$ cat src/rtl/shadow_pkg.sv
package shadow_pkg;

    localparam int BLK_W      = 6;
    localparam int NUM_LO_SEG = 4;
    localparam int NUM_HI_SEG = 8;
    localparam int LO_IDX_W   = $clog2(NUM_LO_SEG);
    localparam int HI_IDX_W   = $clog2(NUM_HI_SEG);

    typedef enum logic [1:0] {
        RGN_OUTSIDE,
        RGN_ADAPTER,
        RGN_UPPER,
        RGN_FIRMWARE
    } region_t;

    typedef struct packed {
        logic rd_int;
        logic wr_int;
        logic wr_en;
    } attr_t;

    localparam attr_t ATTR_BUS  = '{rd_int: 1'b0, wr_int: 1'b0, wr_en: 1'b1};
    localparam attr_t ATTR_ZERO = '{rd_int: 1'b0, wr_int: 1'b0, wr_en: 1'b0};

endpackage

$ cat src/rtl/shadow_region_sel.sv
module shadow_region_sel
    import shadow_pkg::*;
(
    input  logic [BLK_W-1:0]    blk,
    output region_t             region,
    output logic [HI_IDX_W-1:0] hi_idx,
    output logic [LO_IDX_W-1:0] lo_idx
);

    always_comb begin
        region = RGN_OUTSIDE;
        unique case (blk[5:2])
            4'b1100: region = RGN_ADAPTER;
            4'b1101: region = RGN_UPPER;
            4'b1110: region = RGN_UPPER;
            4'b1111: region = RGN_FIRMWARE;
            default: region = RGN_OUTSIDE;
        endcase
    end

    // Upper segments: D blocks map to 0..3, E blocks to 4..7.
    assign hi_idx = {blk[3], blk[1:0]};
    assign lo_idx = blk[1:0];

endmodule

$ cat src/rtl/shadow_seg_policy.sv
module shadow_seg_policy
    import shadow_pkg::*;
#(
    parameter int NSEG  = 4,
    parameter int IDX_W = $clog2(NSEG)
) (
    input  logic [NSEG-1:0]  seg_en,
    input  logic [NSEG-1:0]  seg_wp,
    input  logic             ext_fallback,
    input  logic [IDX_W-1:0] idx,
    output attr_t            attr
);

    attr_t per_seg [NSEG];

    generate
        for (genvar g = 0; g < NSEG; g++) begin : g_seg
            always_comb begin
                if (seg_en[g] || ext_fallback) begin
                    per_seg[g].rd_int = seg_en[g];
                    per_seg[g].wr_int = !seg_wp[g];
                    per_seg[g].wr_en  = !seg_wp[g];
                end else begin
                    per_seg[g] = ATTR_BUS;
                end
            end
        end
    endgenerate

    assign attr = per_seg[idx];

endmodule

$ cat src/rtl/shadow_attr_decode.sv
module shadow_attr_decode
    import shadow_pkg::*;
#(
    parameter bit OUT_REG = 1'b1
) (
    input  logic             clk,
    input  logic             rst_n,
    input  logic [BLK_W-1:0] blk_i,
    input  logic [7:0]       sys_cfg_i,
    input  logic [7:0]       hi_seg_en_i,
    input  logic [7:0]       lo_cfg_i,
    output logic             rd_int_o,
    output logic             wr_int_o,
    output logic             wr_en_o
);

    localparam int HALF_HI = NUM_HI_SEG / 2;

    region_t             region;
    logic [HI_IDX_W-1:0] hi_idx;
    logic [LO_IDX_W-1:0] lo_idx;
    logic [NUM_HI_SEG-1:0] hi_wp;
    attr_t lo_attr, hi_attr, fw_attr, nxt, out_q;

    logic unused_cfg_bits;
    assign unused_cfg_bits = ^{sys_cfg_i[6:5], sys_cfg_i[2:0], lo_cfg_i[7], lo_cfg_i[4]};

    shadow_region_sel u_sel (
        .blk    (blk_i),
        .region (region),
        .hi_idx (hi_idx),
        .lo_idx (lo_idx)
    );

    generate
        for (genvar g = 0; g < NUM_HI_SEG; g++) begin : g_hwp
            assign hi_wp[g] = (g >= HALF_HI) ? sys_cfg_i[3] : sys_cfg_i[4];
        end
    endgenerate

    shadow_seg_policy #(.NSEG(NUM_LO_SEG)) u_lo (
        .seg_en       (lo_cfg_i[NUM_LO_SEG-1:0]),
        .seg_wp       ({NUM_LO_SEG{lo_cfg_i[5]}}),
        .ext_fallback (lo_cfg_i[6]),
        .idx          (lo_idx),
        .attr         (lo_attr)
    );

    shadow_seg_policy #(.NSEG(NUM_HI_SEG)) u_hi (
        .seg_en       (hi_seg_en_i),
        .seg_wp       (hi_wp),
        .ext_fallback (lo_cfg_i[6]),
        .idx          (hi_idx),
        .attr         (hi_attr)
    );

    always_comb begin
        fw_attr.rd_int = !sys_cfg_i[7];
        fw_attr.wr_int = sys_cfg_i[7];
        fw_attr.wr_en  = sys_cfg_i[7];
    end

    always_comb begin
        nxt = ATTR_BUS;
        unique case (region)
            RGN_ADAPTER:  nxt = lo_attr;
            RGN_UPPER:    nxt = hi_attr;
            RGN_FIRMWARE: nxt = fw_attr;
            default:      nxt = ATTR_BUS;
        endcase
    end

    generate
        if (OUT_REG) begin : g_reg
            always_ff @(posedge clk or negedge rst_n) begin
                if (!rst_n) out_q <= ATTR_ZERO;
                else        out_q <= nxt;
            end

            AST_FW_LATENCY: assert property (@(posedge clk) disable iff (!rst_n)
                (blk_i[5:2] == 4'b1111 && sys_cfg_i[7]) |=> (!rd_int_o && wr_int_o && wr_en_o));
        end else begin : g_comb
            always_comb out_q = nxt;
        end
    endgenerate

    assign rd_int_o = out_q.rd_int;
    assign wr_int_o = out_q.wr_int;
    assign wr_en_o  = out_q.wr_en;

    AST_OUTSIDE_BUS: assert property (@(posedge clk) disable iff (!rst_n)
        (blk_i[5:4] != 2'b11) |-> (nxt == ATTR_BUS));
    AST_FW_EXT_READ: assert property (@(posedge clk) disable iff (!rst_n)
        (blk_i[5:2] == 4'b1111 && sys_cfg_i[7]) |-> (!nxt.rd_int && nxt.wr_int));
    AST_FW_DROP_WR: assert property (@(posedge clk) disable iff (!rst_n)
        (blk_i[5:2] == 4'b1111 && !sys_cfg_i[7]) |-> (nxt.rd_int && !nxt.wr_en));
    AST_HI_ON_READ: assert property (@(posedge clk) disable iff (!rst_n)
        (region == RGN_UPPER && hi_seg_en_i[hi_idx]) |-> nxt.rd_int);
    AST_NO_FALLBACK: assert property (@(posedge clk) disable iff (!rst_n)
        (region == RGN_ADAPTER && !lo_cfg_i[lo_idx] && !lo_cfg_i[6]) |-> (nxt == ATTR_BUS));
    AST_DROP_CLEAN: assert property (@(posedge clk) disable iff (!rst_n)
        !wr_en_o |-> !wr_int_o);

endmodule

$ cat config.mk
export PLATFORM = sky130hd
export DESIGN_NAME = shadow_attr_decode
export DESIGN_NICKNAME = d
export VERILOG_FILES = /design/src/rtl/shadow_pkg.sv /design/src/rtl/shadow_region_sel.sv /design/src/rtl/shadow_seg_policy.sv /design/src/rtl/shadow_attr_decode.sv
export SDC_FILE = /design/constraint.sdc
export NUM_CORES = 1
export LEC_CHECK = 0
export BUFFER_PORTS_ARGS = -buffer_cell sky130_fd_sc_hd__buf_4
export CAP_MARGIN = 20
export CORE_AREA = 2 2 39 41
export CTS_BUF_LIST = sky130_fd_sc_hd__clkbuf_8
export DETAILED_ROUTE_END_ITERATION = 6
export DIE_AREA = 0 0 41 43
export PLACE_DENSITY = 0.67
export SLEW_MARGIN = 15
export SYNTH_ARGS = -nofsm -noshare
export SYNTH_HDL_FRONTEND = slang
export SYNTH_SLANG_ARGS = --single-unit
$ cat constraint.sdc
create_clock -name clk -period 0.8 [get_ports clk]
set_input_delay 0.08 -clock clk [delete_from_list [all_inputs] [get_ports clk]]
set_output_delay 0.08 -clock clk [all_outputs]
set_load 0.005 [all_outputs]
==> results.tsv <==
metric	value	unit
grtUsageTotal	13.0	%
area_growth	93.2	%
ys_types	26	
cts_buffers	3	
preCtsSetupSlack	-335	ps
timing.hold.ws	83.8	ps
slew_viol_final	0	
netlist_area	367	um^2
hpwl	771	um
start_util	26.5	%
fin_crit_sh	108	%
yosysTopAreaCell	dfrtp_1	
antenna_found_initial	0	
cp_data_arrival_time	990	ps
layout_min_cycle_time	864	ps
grt_max_degree	12	
drt-vias-per-instance	4.82	
syn_inst	41	
path_clk_slew	30	ps
synth_most_common_cell	nor3_1	
worst_path_largest_cell_delay	520	ps
hold_viol	0	
drcViolationCount	0	
power	0.879	mW
ys_async_sr_fraction	100	%
pwr-share-clk	48.8	%
p_sw	0.206	mW
synth_seq_cells	3	
grt_overflow_total	0	
setup_viol	3	
fp-row-count	14	
avgSynthCellArea	8.94	um^2
hold_path.class	primary input to flip-flop	
h-tree-depth	1	
cts_max_path_buffers	2	
multiInputGateArea	294	um^2
seq_area	75.1	um^2
critical_path_required	920	ps
vias	434	
die_y	43	um
comb_power_share	32.6	%
synthTopCellsByCount	nor3_1 (4), dfrtp_1 (3), mux2i_1 (3), nand2_1 (3)	
die-area	1760	um^2
grt_pass1_vias	423	
hold_end	wr_en_o	
cts_root_buf	clkbuf_8	
ios	35	
ys_warn_count	0	
yosys.area.top_type_share	20.5	%
core_area	1380	um^2
critPathMaxFanout	3	
firstDrtPassIters	3	
critPathBufInv	1	
power_density	1240	nW/um^2
drt-total-wl	916	um
max_freq	1160	MHz
gp_congestion	0.724	
antenna_cells	0	
relSlewSlack	81.6	%
syn_nets	73	
hold_depth	2	
end_kind	flip-flop	
ant_nets	0	
critPathTopFamily	multiplexers	
swShare	23.5	%
grt_pass1_wl	1530	um
fillers	136	
violations	negative setup slack	
cp-start-kind	primary input	
wl_per_cell	10.2	um
p_int	0.672	mW
cts_sinks	3	
rsz0062_at_grt	true	
criticalPathCategory	primary input to flip-flop	
power.leakage	0.342	nW
cap_violations	0	
synth_area_leaders	dfrtp_1 (20%), mux2i_1 (8.2%), mux2_2 (6.1%), mux4_2 (6.1%), nor3_1 (5.5%)	
path_cells	buf_8 -> mux4_2 -> nor3_2 -> a2111oi_2 -> o31ai_1	
p_seq_share	18.6	%
status	finished with violations	
crit_slowest_cell	mux4_2	
ir_drop	0.494	mV
worst_pin_slew	269	ps
layout-drive-gt1-share	58.1	%
setup_slack	-63.8	ps
fin_util	51.2	%
die_width	41	um
finalNetCount	107	
drtIter0Drc	2	
synth-edff-count	0	
cts_tree	built	
synthFlopType	dfrtp_1	
cts_setup_buffers	0	
min-delay-start	lo_cfg_i[6]	
portBuffers	27	
ys_seq_area_share	20.5	%
## metal layers
layer | part of all wire, % | up-vias | GRT usage [%]
met5 | 0 | - | 0
met4 | 1.9 | 0 | 8.00
met3 | 9.2 | 2 | 3.14
met2 | 56 | 22 | 23.4
met1 | 33 | 190 | 11.7
li1 | - | 220 | -
## area by class of cell
| class | instances | area share, % |
|---|---|---|
| Clock buffer | 3 | 5.83 |
| Clock inverter | 1 | 0.530 |
| Inverter | 1 | 0.530 |
| Multi-Input combinational cell | 34 | 41.5 |
| Sequential cell | 3 | 10.6 |
| Tap cell | 16 | 2.83 |
| Timing Repair Buffer | 32 | 38.2 |
## logic make-up after synthesis
group	after synthesis	synth area share, %
buffers and inverters	4	6.82
multiplexers	6	20.5
AND/OR/NAND/NOR	20	34.8
flip-flops	3	20.5
AO/OA/AOI/OAI	8	17.4
## cells in the final DEF (no fill, tap or decap), types with 2 or more instances in the layout
master,n
nor2b_1,2
buf_4,27
nor2_1,2
and3_1,2
a31oi_1,2
mux2_4,2
clkbuf_8,3
buf_6,2
nand2_1,3
nor3_2,2
inv_1,2
mux2i_1,3
dfrtp_1,3
nor3_1,3
## how the worst max path moves through the flow
stage | start | end | depth (start not counted)
after floorplan | blk_i[0] | wr_en_o | 5
after global placement | blk_i[1] | wr_en_o | 5
after detailed placement | blk_i[0] | wr_en_o | 5
after CTS | blk_i[0] | wr_en_o | 5
after global routing | blk_i[0] | wr_en_o | 5
final | blk_i[0] | wr_en_o | 5
## timing repair
item,CTS,global route
pin swaps,8,3
endpoints found under the setup margin,3,3
gates resized for setup,5,6
hold endpoints to repair,3,0
hold buffers,1,0
## stage by stage
stage	instance area (um^2)	TNS, ps	std cells
global route	708	-276	90
CTS	676	-161	90
finish	708	-163	90
floorplan	380	-783	41
global placement	602	-920	85
detailed placement	602	-943	85
## power by group through the flow
stage	combinational (mW)	sequential [mW]	clock, mW
3_3_place_gp	0.252	0.165	0
3_5_place_dp	0.254	0.165	0
4_1_cts	0.269	0.163	0.444
2_1_floorplan	0.125	0.166	0
5_1_grt	0.314	0.164	0.451
6_report	0.287	0.163	0.429
## registers in the layout, indices dropped and copies added (netlist names)
register / flops
rd_int_o: 1
wr_en_o: 1
wr_int_o: 1
Power figures use the tool's default switching activity.
